### src/rtl/bcs_pkg.sv
package bcs_pkg;
   localparam int MAX_BEATS = 8;
   localparam int OFS_W     = $clog2(MAX_BEATS);
   localparam int LEN_W     = OFS_W + 1;
   localparam int MODE_MIN  = 10;

   typedef struct packed {
      logic [LEN_W-1:0] beats;   // 1, 2, 4 or 8
      logic             ilv;     // interleaved order
      logic [1:0]       lat;     // 2 or 3
      logic             wr_one;  // writes are single beat
   } bcs_mode_t;

   function automatic bcs_mode_t bcs_decode(input logic [MODE_MIN-1:0] w);
      bcs_mode_t m;
      case (w[2:0])
         3'b001:  m.beats = LEN_W'(2);
         3'b010:  m.beats = LEN_W'(4);
         3'b011:  m.beats = LEN_W'(8);
         default: m.beats = LEN_W'(1);
      endcase
      m.ilv    = w[3];
      m.lat    = (w[6:4] == 3'b011) ? 2'd3 : 2'd2;
      m.wr_one = w[9];
      return m;
   endfunction
endpackage

### src/rtl/bcs_mode_reg.sv
module bcs_mode_reg
   import bcs_pkg::*;
#(
   parameter int MODE_W = 10
) (
   input  logic              clk,
   input  logic              rst_n,
   input  logic              load_en,
   input  logic [MODE_W-1:0] word,
   output bcs_mode_t         cfg
);
   always_ff @(posedge clk or negedge rst_n) begin
      if (!rst_n) begin
         cfg <= bcs_decode('0);
      end else if (load_en) begin
         cfg <= bcs_decode(word[MODE_MIN-1:0]);
      end
   end
endmodule

### src/rtl/bcs_beat_ctrl.sv
module bcs_beat_ctrl
   import bcs_pkg::*;
#(
   parameter int COL_W = 10
) (
   input  logic             clk,
   input  logic             rst_n,
   input  logic             cmd_valid,
   input  logic             cmd_is_write,
   input  logic [COL_W-1:0] cmd_col,
   input  bcs_mode_t        cfg,
   output logic             active,
   output logic             last,
   output logic             is_rd,
   output logic             ilv,
   output logic [COL_W-1:0] start,
   output logic [OFS_W-1:0] idx,
   output logic [LEN_W-1:0] len
);
   logic             is_wr;
   logic [LEN_W-1:0] len_m1;
   logic [LEN_W-1:0] cmd_len;

   assign cmd_len = (cmd_is_write && cfg.wr_one) ? LEN_W'(1) : cfg.beats;
   assign len_m1  = len - LEN_W'(1);
   assign last    = active && ({1'b0, idx} == len_m1);
   assign is_rd   = active && !is_wr;

   always_ff @(posedge clk or negedge rst_n) begin
      if (!rst_n) begin
         active <= 1'b0;
         is_wr  <= 1'b0;
         ilv    <= 1'b0;
         start  <= '0;
         idx    <= '0;
         len    <= LEN_W'(1);
      end else if (cmd_valid) begin
         active <= 1'b1;
         is_wr  <= cmd_is_write;
         ilv    <= cfg.ilv;
         start  <= cmd_col;
         idx    <= '0;
         len    <= cmd_len;
      end else if (active) begin
         if (last) begin
            active <= 1'b0;
         end else begin
            idx <= idx + 1'b1;
         end
      end
   end
endmodule

### src/rtl/bcs_addr_gen.sv
module bcs_addr_gen
   import bcs_pkg::*;
#(
   parameter int COL_W = 10
) (
   input  logic             ilv,
   input  logic [COL_W-1:0] start,
   input  logic [OFS_W-1:0] idx,
   input  logic [LEN_W-1:0] len,
   output logic [COL_W-1:0] col
);
   logic [OFS_W-1:0] base;
   logic [OFS_W-1:0] seq_ofs;
   logic [OFS_W-1:0] xor_ofs;
   logic [OFS_W-1:0] pick;
   logic [LEN_W-1:0] len_m1;

   assign base    = start[OFS_W-1:0];
   assign seq_ofs = base + idx;
   assign xor_ofs = base ^ idx;
   assign pick    = ilv ? xor_ofs : seq_ofs;
   assign len_m1  = len - LEN_W'(1);

   generate
      for (genvar b = 0; b < OFS_W; b++) begin : g_bit
         assign col[b] = len_m1[b] ? pick[b] : base[b];
      end
      if (COL_W > OFS_W) begin : g_upper
         assign col[COL_W-1:OFS_W] = start[COL_W-1:OFS_W];
      end
   endgenerate
endmodule

### src/rtl/bcs_rdv_pipe.sv
module bcs_rdv_pipe #(
   parameter int LAT_MAX = 3
) (
   input  logic       clk,
   input  logic       rst_n,
   input  logic       issue,
   input  logic [1:0] lat,
   output logic       rdv,
   output logic       pending
);
   logic [LAT_MAX-1:0] stg;

   generate
      for (genvar j = 0; j < LAT_MAX; j++) begin : g_stage
         if (j == 0) begin : g_head
            always_ff @(posedge clk or negedge rst_n) begin
               if (!rst_n) stg[0] <= 1'b0;
               else        stg[0] <= issue;
            end
         end else begin : g_tail
            always_ff @(posedge clk or negedge rst_n) begin
               if (!rst_n) stg[j] <= 1'b0;
               else        stg[j] <= stg[j-1];
            end
         end
      end
   endgenerate

   assign rdv     = stg[int'(lat) - 1];
   assign pending = issue || (|stg);
endmodule

### src/rtl/burst_col_seq.sv
module burst_col_seq
   import bcs_pkg::*;
#(
   parameter int COL_W   = 10,
   parameter int MODE_W  = 10,
   parameter int LAT_MAX = 3
) (
   input  logic              clk,
   input  logic              rst_n,
   input  logic              cmd_valid,
   input  logic              cmd_is_write,
   input  logic [COL_W-1:0]  cmd_col,
   input  logic              mode_load,
   input  logic [MODE_W-1:0] mode_word,
   output logic [COL_W-1:0]  col_addr,
   output logic              col_valid,
   output logic              last_beat,
   output logic              rd_data_valid
);
   generate
      if (COL_W < OFS_W) begin : g_bad_col
         $error("COL_W must cover the burst offset field");
      end
      if (MODE_W < MODE_MIN) begin : g_bad_mode
         $error("MODE_W must hold bits 0 to 9");
      end
      if (LAT_MAX < 3) begin : g_bad_lat
         $error("LAT_MAX must be at least 3");
      end
   endgenerate

   bcs_mode_t        cfg;
   logic             active, last, is_rd, ilv, pending, load_ok;
   logic [COL_W-1:0] start;
   logic [OFS_W-1:0] idx;
   logic [LEN_W-1:0] len;

   assign load_ok = mode_load && !cmd_valid && !(active && !last) && !pending;

   bcs_mode_reg #(.MODE_W(MODE_W)) u_mode (
      .clk(clk), .rst_n(rst_n), .load_en(load_ok), .word(mode_word), .cfg(cfg)
   );

   bcs_beat_ctrl #(.COL_W(COL_W)) u_ctrl (
      .clk(clk), .rst_n(rst_n), .cmd_valid(cmd_valid), .cmd_is_write(cmd_is_write),
      .cmd_col(cmd_col), .cfg(cfg), .active(active), .last(last), .is_rd(is_rd),
      .ilv(ilv), .start(start), .idx(idx), .len(len)
   );

   bcs_addr_gen #(.COL_W(COL_W)) u_addr (
      .ilv(ilv), .start(start), .idx(idx), .len(len), .col(col_addr)
   );

   bcs_rdv_pipe #(.LAT_MAX(LAT_MAX)) u_rdv (
      .clk(clk), .rst_n(rst_n), .issue(is_rd), .lat(cfg.lat),
      .rdv(rd_data_valid), .pending(pending)
   );

   assign col_valid = active;
   assign last_beat = last;
endmodule

### config.mk
export PLATFORM = sky130hd
export DESIGN_NAME = burst_col_seq
export DESIGN_NICKNAME = d
export VERILOG_FILES = /design/src/rtl/bcs_pkg.sv /design/src/rtl/bcs_mode_reg.sv /design/src/rtl/bcs_beat_ctrl.sv /design/src/rtl/bcs_addr_gen.sv /design/src/rtl/bcs_rdv_pipe.sv /design/src/rtl/burst_col_seq.sv
export SDC_FILE = /design/constraint.sdc
export NUM_CORES = 1
export LEC_CHECK = 0
export ABC_AREA = 1
export BUFFER_PORTS_ARGS = -buffer_cell sky130_fd_sc_hd__buf_2
export CAP_MARGIN = 20
export CELL_PAD_IN_SITES_DETAIL_PLACEMENT = 0
export CELL_PAD_IN_SITES_GLOBAL_PLACEMENT = 1
export CORE_MARGIN = 4
export CORE_UTILIZATION = 41
export CTS_CLUSTER_SIZE = 16
export DETAILED_ROUTE_END_ITERATION = 12
export PLACE_DENSITY_LB_ADDON = 0.1
export SYNTH_ARGS = -nofsm -noshare
export SYNTH_HDL_FRONTEND = slang
export SYNTH_HIERARCHICAL = 1
export SYNTH_SLANG_ARGS = --single-unit
### constraint.sdc
create_clock -name clk -period 4.6 [get_ports clk]
set_clock_uncertainty 0.1 [all_clocks]
set_input_delay 0 -clock clk [delete_from_list [all_inputs] [get_ports clk]]
set_output_delay 0 -clock clk [all_outputs]
set_load 0.03 [all_outputs]
==> results.ini <==
[route]
routed_via_density = 4.566
vias = 1411
wl_per_cell_um = 10.97
firstDrtPassIters = 4
drt_wl_total_um = 3389
drt-initial-drc-count = 49
post-route-drc-count = 0
drtAntennaViolNets = 0

[floorplan]
dieArea_mm2 = 0.005073
fp.dieW_um = 71.23
die_h_um = 71.23
rows = 22
ios = 38
initial_utilization = 0.4346
coreArea_mm2 = 0.003771

[finish]
post-route-cell-area_mm2 = 0.002112
area_growth_pct = 28.86
layout-drive-gt1-share = 0.2299
final_common_cell = nand2_1
nets = 291
post-route-util = 0.5601
layout_common_cells = nand2_1, buf_2, dfrtp_1
diodes = 0

[synthesis]
ys_ff_latch = 30
syn_nets = 240
syn_inst = 209
synthTopCellsByArea = dfrtp_1, nand2_1, inv_1
yosysUniqueCellTypes = 27
synth_top_area_frac = 0.4275
syn_avg_cell_area_um2 = 7.842
synthesis.area_mm2 = 0.001639
synth-seq-area-share = 0.4595
yosys_warnings = 6
synth_top_area_cell = dfrtp_1

[clocking]
cts_setup_buffers = 0
cts_tree = done
cts_max_level = 2
root_buffer = clkbuf_8
clock-sinks = 30
numCtsBuffers = 5
path_clk_slew_ns = 0.06
insertion_delay_ns = 0.27
clockBufferDepth = 2

[worst_setup_path]
cp_max_fo = 7
critPathKind = flip-flop to flip-flop
crit_path_end_kind = flip-flop
crit_arrival_ns = 3.18
crit_path_start_kind = flip-flop
worstPathRequired_ns = 4.66

[min_path]
hold_path.class = input pin to flip-flop

[global_routing]
grt_usage = 0.1508
gr-total-overflow = 0
grt_max_degree = 31
grt_pass1_vias = 1469
grt_pass1_wl_um = 6168
antenna_found_initial = 0

[pwr]
total_power_uw = 680.4
p_per_area_mw_per_mm2 = 322.2
p_leak_uw = 0.001164
power.ir.vdd_worst_mv = 0.2293

[timing]
period_share = 0.6770
tns_ns = 0
worst-slew-pin-transition_ns = 0.6462
setup_viol = 0
rsz0062_at_grt = false
fin_crit_ns = 3.114
relSlewSlack = 0.5692
max_freq_ghz = 0.3211
drv_slew = 0
finalHoldViolCount = 0

[placement]
post_dp_cell_area_mm2 = 0.001792
dp.final_hpwl_um = 2485
port_buffers = 35
place.gp.congestion = 0.7394

[run]
drv_cap = 0

[status]
status = finished, final reports clean

## synthesized netlist by cell type (all sizes together)
cell,count
conb,1
nand3,16
or2,1
clkinv,2
a21oi,1
buf,12
o21ai,8
dfstp,2
o21bai,1
nor2,17
inv,27
fa,1
nand4,4
ha,5
nand2,80
xor2,1
dfrtp,28
a22oi,2
## cell families (layout without fill, tap and decap cells)
| family | count (synthesis) | count (layout) | share of synthesized area |
|---|---|---|---|
| adders and majority gates | 6 | 6 | 0.05038 |
| other | 1 | 1 | 0.002288 |
| buffers and inverters | 41 | 93 | 0.1168 |
| and+or+nand+nor | 118 | 118 | 0.3099 |
| xor gates and xnor gates | 1 | 1 | 0.005344 |
| AOI/OAI and AO/OA | 12 | 12 | 0.05573 |
| DFF | 30 | 30 | 0.4595 |
## worst paths after layout
| path | from | endpoint | slack [ns] | cells after the start |
|---|---|---|---|---|
| setup / recovery | u_ctrl/len[0] | u_mode/cfg[6] | 1.49 | 15 |
| hold / removal | cmd_valid | u_ctrl/ilv | 0.01 | 3 |
| setup reg to reg | u_ctrl/len[0] | u_mode/cfg[6] | 1.49 | 15 |
| hold reg to reg | u_rdv/stg[0] | u_rdv/stg[1] | 0.31 | 0 |
| max in group asynchronous | rst_n | u_ctrl/idx[2] | 3.78 | 2 |
| min in group asynchronous | rst_n | u_ctrl/start[9] | 0.19 | 2 |
## worst max-delay path: stages (launching register included)
cell	delay (ns)
dfstp_2	0.56
inv_2	0.07
ha_1	0.32
nand2_1	0.08
inv_1	0.06
nor2_4	0.08
nand3_2	0.12
inv_2	0.07
nand2_2	0.07
nor2_1	0.16
nor2_1	0.08
nor2_1	0.39
inv_2	0.14
nand2_1	0.11
o21ai_2	0.05
dlygate4sd3_1	0.54
## layout make-up
class | instances | area [um^2]
Clock buffer | 8 | 110.1
Multi-Input combinational cell | 138 | 694.4
Timing Repair Buffer | 56 | 385.4
Fill cell | 350 | 1659
Sequential cell | 30 | 753.2
Tap cell | 48 | 60.06
Inverter | 29 | 108.9
## repair_timing
action,CTS,global route
resized for setup,0,0
hold endpoints to repair,47,0
hold buffers,21,0
## per-layer routing
metal	routed length, um	global-route usage	up-vias	part of all wire
li1	-	-	735	-
met1	1538	0.1780	643	0.45
met2	1658	0.2622	28	0.49
met3	155	0.04348	5	0.046
met4	36	0.05010	0	0.011
met5	0	0	-	0
## where the power goes
group / total, uW / internal, uW / switching [uW]
clock network: 242 / 151 / 91.4
registers: 299 / 282 / 16.4
logic: 139 / 55.5 / 84.0
total: 680 / 489 / 192
## flip-flops by register name, summed over array words and instances (netlist names)
signal,count
u_ctrl/len,4
u_ctrl/idx,3
u_ctrl/active,1
u_mode/cfg,7
u_ctrl/ilv,1
u_ctrl/is_wr,1
u_ctrl/start,10
u_rdv/stg,3
## metrics by stage
step / setup slack, ns / hold WS [ns] / cells
finish: 1.486 / 0.01356 / 309
detailed placement: 2.008 / -0.02986 / 280
global route: 1.198 / 0.02781 / 309
CTS: 1.437 / 0.01214 / 309
global placement: 2.067 / -0.03401 / 280
floorplan: 1.949 / -0.3956 / 209
No activity file was read; power rests on OpenSTA's default activity.
